[config.mk]
export PLATFORM = sky130hd
export DESIGN_NAME = can_err_capture
export DESIGN_NICKNAME = d
export VERILOG_FILES = /design/src/rtl/can_err_pkg.sv /design/src/rtl/can_err_w0c_reg.sv /design/src/rtl/can_err_code_store.sv /design/src/rtl/can_err_rd_mux.sv /design/src/rtl/can_err_capture.sv
export SDC_FILE = /design/constraint.sdc
export NUM_CORES = 1
export LEC_CHECK = 0
export BUFFER_PORTS_ARGS = -buffer_cell sky130_fd_sc_hd__buf_2
export CORE_MARGIN = 8
export CORE_UTILIZATION = 44
export DETAILED_ROUTE_END_ITERATION = 7
export HOLD_SLACK_MARGIN = 0.08
export PLACE_DENSITY = 0.74
export SLEW_MARGIN = 20
export SYNTH_ARGS = -nofsm -noshare
export SYNTH_HDL_FRONTEND = slang
export SYNTH_HIERARCHICAL = 1
export SYNTH_SLANG_ARGS = --single-unit
[constraint.sdc]
create_clock -name clk_i -period 1.65 [get_ports clk_i]
set_input_delay 0.0825 -clock clk_i [delete_from_list [all_inputs] [get_ports clk_i]]
set_output_delay 0.0825 -clock clk_i [all_outputs]
set_load 0.05 [all_outputs]
[src/rtl/can_err_pkg.sv]
package can_err_pkg;
  localparam int DATA_W = 8;
  localparam int FLAG_W = 8;
  localparam int CODE_W = 7;
  localparam int A_FLAG = 0;
  localparam int A_EN   = 1;
  localparam int A_CODE = 2;
  localparam int A_TEC  = 3;
  localparam int A_REC  = 4;
endpackage

[src/rtl/can_err_w0c_reg.sv]
module can_err_w0c_reg #(
  parameter int W = 8
) (
  input  logic         clk_i,
  input  logic         rst_ni,
  input  logic [W-1:0] evt_i,
  input  logic         wr_i,
  input  logic [W-1:0] wdata_i,
  output logic [W-1:0] q_o
);
  for (genvar i = 0; i < W; i++) begin : g_bit
    always_ff @(posedge clk_i or negedge rst_ni) begin
      if (!rst_ni)       q_o[i] <= 1'b0;
      else if (evt_i[i]) q_o[i] <= 1'b1;  // set beats clear
      else if (wr_i && !wdata_i[i]) q_o[i] <= 1'b0;
    end
  end

  p_set_r2: assert property (@(posedge clk_i) disable iff (!rst_ni)
    (|evt_i) |=> ((q_o & $past(evt_i)) == $past(evt_i)));
  p_hold_r2: assert property (@(posedge clk_i) disable iff (!rst_ni)
    (!wr_i && evt_i == '0) |=> (q_o == $past(q_o)));
  p_clear_r3: assert property (@(posedge clk_i) disable iff (!rst_ni)
    (wr_i && evt_i == '0) |=> (q_o == ($past(q_o) & $past(wdata_i))));
  p_set_wins_r4: assert property (@(posedge clk_i) disable iff (!rst_ni)
    (wr_i && (|evt_i)) |=> ((q_o & $past(evt_i)) == $past(evt_i)));
endmodule

[src/rtl/can_err_code_store.sv]
module can_err_code_store #(
  parameter int CW = 7
) (
  input  logic        clk_i,
  input  logic        rst_ni,
  input  logic [CW-1:0] evt_i,
  input  logic        wr_i,
  input  logic [CW:0] wdata_i,
  output logic [CW:0] q_o
);
  logic          accum;
  logic [CW-1:0] kept, nxt;

  assign accum = q_o[CW];
  assign kept  = wr_i ? (q_o[CW-1:0] & wdata_i[CW-1:0]) : q_o[CW-1:0];

  always_comb begin
    if (|evt_i) nxt = accum ? (kept | evt_i) : evt_i;
    else        nxt = kept;
  end

  always_ff @(posedge clk_i or negedge rst_ni) begin
    if (!rst_ni) q_o <= '0;
    else begin
      q_o[CW-1:0] <= nxt;
      if (wr_i) q_o[CW] <= wdata_i[CW];
    end
  end

  p_accum_r8: assert property (@(posedge clk_i) disable iff (!rst_ni)
    (accum && (|evt_i) && !wr_i) |=> (q_o[CW-1:0] == ($past(q_o[CW-1:0]) | $past(evt_i))));
  p_latest_r9: assert property (@(posedge clk_i) disable iff (!rst_ni)
    (!accum && (|evt_i)) |=> (q_o[CW-1:0] == $past(evt_i)));
  p_mode_r7: assert property (@(posedge clk_i) disable iff (!rst_ni)
    wr_i |=> (q_o[CW] == $past(wdata_i[CW])));
  p_set_wins_r10: assert property (@(posedge clk_i) disable iff (!rst_ni)
    (wr_i && (|evt_i)) |=> ((q_o[CW-1:0] & $past(evt_i)) == $past(evt_i)));
endmodule

[src/rtl/can_err_rd_mux.sv]
module can_err_rd_mux
  import can_err_pkg::*;
#(
  parameter int AW = 3
) (
  input  logic [AW-1:0]     addr_i,
  input  logic [DATA_W-1:0] flag_i,
  input  logic [DATA_W-1:0] en_i,
  input  logic [DATA_W-1:0] code_i,
  input  logic [DATA_W-1:0] tec_i,
  input  logic [DATA_W-1:0] rec_i,
  output logic [DATA_W-1:0] data_o
);
  always_comb begin
    data_o = '0;
    if      (addr_i == AW'(A_FLAG)) data_o = flag_i;
    else if (addr_i == AW'(A_EN))   data_o = en_i;
    else if (addr_i == AW'(A_CODE)) data_o = code_i;
    else if (addr_i == AW'(A_TEC))  data_o = tec_i;
    else if (addr_i == AW'(A_REC))  data_o = rec_i;
  end
endmodule

[src/rtl/can_err_capture.sv]
module can_err_capture
  import can_err_pkg::*;
#(
  parameter int ADDR_W = 3
) (
  input  logic              clk_i,
  input  logic              rst_ni,
  input  logic [FLAG_W-1:0] flag_evt_i,
  input  logic [CODE_W-1:0] code_evt_i,
  input  logic [DATA_W-1:0] tec_i,
  input  logic [DATA_W-1:0] rec_i,
  input  logic              wr_en_i,
  input  logic [ADDR_W-1:0] wr_addr_i,
  input  logic [DATA_W-1:0] wr_data_i,
  input  logic [ADDR_W-1:0] rd_addr_i,
  output logic [DATA_W-1:0] rd_data_o,
  input  logic              irq_en_i,
  output logic              err_stat_o,
  output logic              irq_o
);
  logic              wr_flag, wr_en, wr_code;
  logic [FLAG_W-1:0] flag_q, en_q;
  logic [CODE_W:0]   code_q;

  assign wr_flag = wr_en_i && (wr_addr_i == ADDR_W'(A_FLAG));
  assign wr_en   = wr_en_i && (wr_addr_i == ADDR_W'(A_EN));
  assign wr_code = wr_en_i && (wr_addr_i == ADDR_W'(A_CODE));

  can_err_w0c_reg #(.W(FLAG_W)) u_flag (
    .clk_i(clk_i), .rst_ni(rst_ni), .evt_i(flag_evt_i),
    .wr_i(wr_flag), .wdata_i(wr_data_i[FLAG_W-1:0]), .q_o(flag_q)
  );

  can_err_code_store #(.CW(CODE_W)) u_code (
    .clk_i(clk_i), .rst_ni(rst_ni), .evt_i(code_evt_i),
    .wr_i(wr_code), .wdata_i(wr_data_i[CODE_W:0]), .q_o(code_q)
  );

  always_ff @(posedge clk_i or negedge rst_ni) begin
    if (!rst_ni)    en_q <= '0;
    else if (wr_en) en_q <= wr_data_i[FLAG_W-1:0];
  end

  assign err_stat_o = |(flag_q & en_q);
  assign irq_o      = err_stat_o & irq_en_i;

  can_err_rd_mux #(.AW(ADDR_W)) u_rd (
    .addr_i(rd_addr_i), .flag_i(DATA_W'(flag_q)), .en_i(DATA_W'(en_q)),
    .code_i(DATA_W'(code_q)), .tec_i(tec_i), .rec_i(rec_i), .data_o(rd_data_o)
  );

  p_irq_gate_r6: assert property (@(posedge clk_i) disable iff (!rst_ni)
    irq_o |-> (irq_en_i && err_stat_o));
  p_en_wr_r5: assert property (@(posedge clk_i) disable iff (!rst_ni)
    wr_en |=> (en_q == $past(wr_data_i[FLAG_W-1:0])));
  p_ro_ignore_r11: assert property (@(posedge clk_i) disable iff (!rst_ni)
    (wr_en_i && wr_addr_i >= ADDR_W'(A_TEC) && flag_evt_i == '0 && code_evt_i == '0)
      |=> (en_q == $past(en_q) && flag_q == $past(flag_q) && code_q == $past(code_q)));
endmodule

==> impl_metrics.toml <==
[cts]
htreeDepth = 1
clkLatencyLatePin_ns = 0.31
clock-sinks = 24
clkSlewWorstSetupHoldPaths_ns = 0.13
cts_tree = "built"
root_buffer = "clkbuf_4"
cts_buffers = 3
cts.path.max_buffers = 2

[setup_path]
startpoint = "code_evt_i[0]"
worstSetupEndpointType = "flip-flop"
path_cells = "dlygate4sd3_1 > buf_2 > nor4_4 > a21oi_4 > o21bai_1 > dlygate4sd3_1"
critical_path_class = "input port to flip-flop"
crit_fanout = 2
cp_data_arrival_time_ns = 1.89
critPathLaunchType = "input port"
critPathMostFrequentCell = "dlygate4sd3_1"
worstReg2RegStart = "u_code/q_o[7]"
cp_slowest_stage_delay_ns = 0.55
required_ns = 1.91
crit_slowest_cell = "dlygate4sd3_1"
rr_worst_depth = 3

[cells_and_area]
stdcell_count = 267
final_common_cell = "buf_2"
utilization = 0.664
area_growth_pct = 48.0
seq_area_um2 = 601
antenna_cells = 0
layout.nets = 272
fillers = 248
drive_gt1_frac = 0.457
layout_common_cells = "buf_2, dlygate4sd3_1, dfrtp_1, buf_4, mux2_4"
multi_input_area_um2 = 846

[outcome]
status = "complete, no violations"

[power_and_ir_drop]
leakagePower_nw = 0.986
power_mw = 1.63
power.density_nw_per_um2 = 749
ir_drop_uv = 518

[global_route]
antenna_found_initial = 0
grt_max_degree = 25
grt_pass1_wl_mm = 7.31
grt-ovfl-total = 0
globalRouteTotalUtil = 0.177
grt_pass1_vias = 1513

[synthesis]
yosysWarnings = 6
netlist_area_um2 = 1470
netlist.area_leader.share = 0.408
seq_area_frac_synth = 0.408
synth_area_per_cell_um2 = 11.6
ys_top_cells_by_area = "dfrtp_1, mux2_4, mux2_2, a21o_1, a22oi_1"
yosysTopAreaCell = "dfrtp_1"
synth_fp_nets = 176
ys_types = 33
synthCells = 127
ys_ff_latch = 24

[routing]
drtIter0Drc = 103
postRouteAntennaNets = 0
vias_per_cell = 5.33
drt_pre_antenna_iters = 4
drc_errors = 0
vias = 1424
wl_per_cell_um = 18.0
totalWireLength_mm = 4.81

[timing]
fin_hold_ws_ns = 0.267
setup_viol = 0
fin_setup_tns_ns = 0
fin_worst_skew_ns = 0.00309
fmax_mhz = 613
post-route-period-util = 0.988
finalMaxSlewViolations = 0
hold_viol_final = 0
relSlewSlack = 0.647
post-route-min-period_ns = 1.63
worst_pin_slew_ns = 0.530

[die]
die_area_um2 = 5450
die_w_um = 73.9
initial_core_util = 0.448
io_pins = 59
num_rows = 21
core_area_um2 = 3280
die_h_um = 73.9

[placed_design]
dp_cells = 229
gp_congestion = 0.858
port_buffers = 58
dpl.hpwl_mm = 3.33

[min_path]
hold_path_class = "input port to asynchronous set/reset pin"

[flow_run]
max_cap_violations = 0
sequential cells by signal, summed over array words and instances, names as in the netlist:
signal	cells
en_q	8
u_code/q_o	8
u_flag/q_o	8
what timing repair did:
item,in CTS,in global routing
buffers inserted,0,10
endpoints found under the hold margin,48,0
hold buffers,25,0
resized for setup,0,8
endpoints found under the setup margin,0,5
synth_stat cells:
library cell  count
nor2_1            1
o21ai_0           7
buf_4             1
a21oi_2           1
and4bb_2          1
mux2_1            2
mux2i_1           3
mux2_4           13
nand2b_1          8
o21ai_1           3
buf_6             2
dfrtp_1          24
and4bb_1          1
o21bai_1          7
a41oi_1           1
nor3b_2           1
o31ai_1           1
nor4b_1           1
a2bb2oi_1         3
a22oi_1           8
nor2b_1           1
nand2_1           8
a32oi_1           4
mux2_2            7
nor4_2            1
nand4_1           1
inv_1             2
nor3_1            1
a21o_1            8
buf_2             2
and2b_2           1
and2b_1           1
a22oi_2           1
power by group:
group          internal, mW  leakage [nW]  switching (mW)
Sequential            0.664         0.256          0.0649
Clock                0.0853        0.0138           0.169
Combinational         0.340         0.716           0.310
Total                  1.09         0.986           0.543
worst paths after layout:
path / slack [ns] / end
max: 0.02 / u_code/q_o[6]
min: 0.27 / u_flag/q_o[5]
max reg2reg: 0.33 / u_code/q_o[6]
min reg2reg: 0.54 / u_flag/q_o[1]
max in group asynchronous: 1.03 / u_flag/q_o[3]
min in group clk_i: 0.29 / u_code/q_o[7]
kinds of logic after synthesis:
family                 share of synthesized area
AO/OA/AOI/OAI                              0.218
AND/OR/NAND/NOR                            0.120
multiplexers                               0.222
flip-flops                                 0.408
buffers and inverters                     0.0323
metrics by stage:
stage	setup WS (ns)	cell area [um^2]
after floorplan	0.108	1470
after global placement	0.276	1800
after detailed placement	0.234	1800
after CTS	0.0121	2080
after global routing	-0.00205	2180
final	0.0192	2180
layout make-up:
class | count | share of cell area
Sequential cell | 24 | 0.276
Multi-Input combinational cell | 96 | 0.388
Timing Repair Buffer | 96 | 0.296
Tap cell | 46 | 0.0264
Inverter | 2 | 0.00344
Clock buffer | 3 | 0.0103
metal layers:
layer | vias up | GRT usage | share of wire
met3 | 4 | 0.0300 | 0.058
met1 | 704 | 0.194 | 0.40
met5 | - | 0 | 0
met2 | 41 | 0.322 | 0.53
li1 | 675 | - | -
met4 | 0 | 0.0776 | 0.0087
worst max-delay path: cells and delay by family:
family / cells / cell delay (ns)
compound gates: 2 / 0.23
buf+inv: 3 / 1.22
simple gates: 1 / 0.35
(Power assumes the default switching activity.)
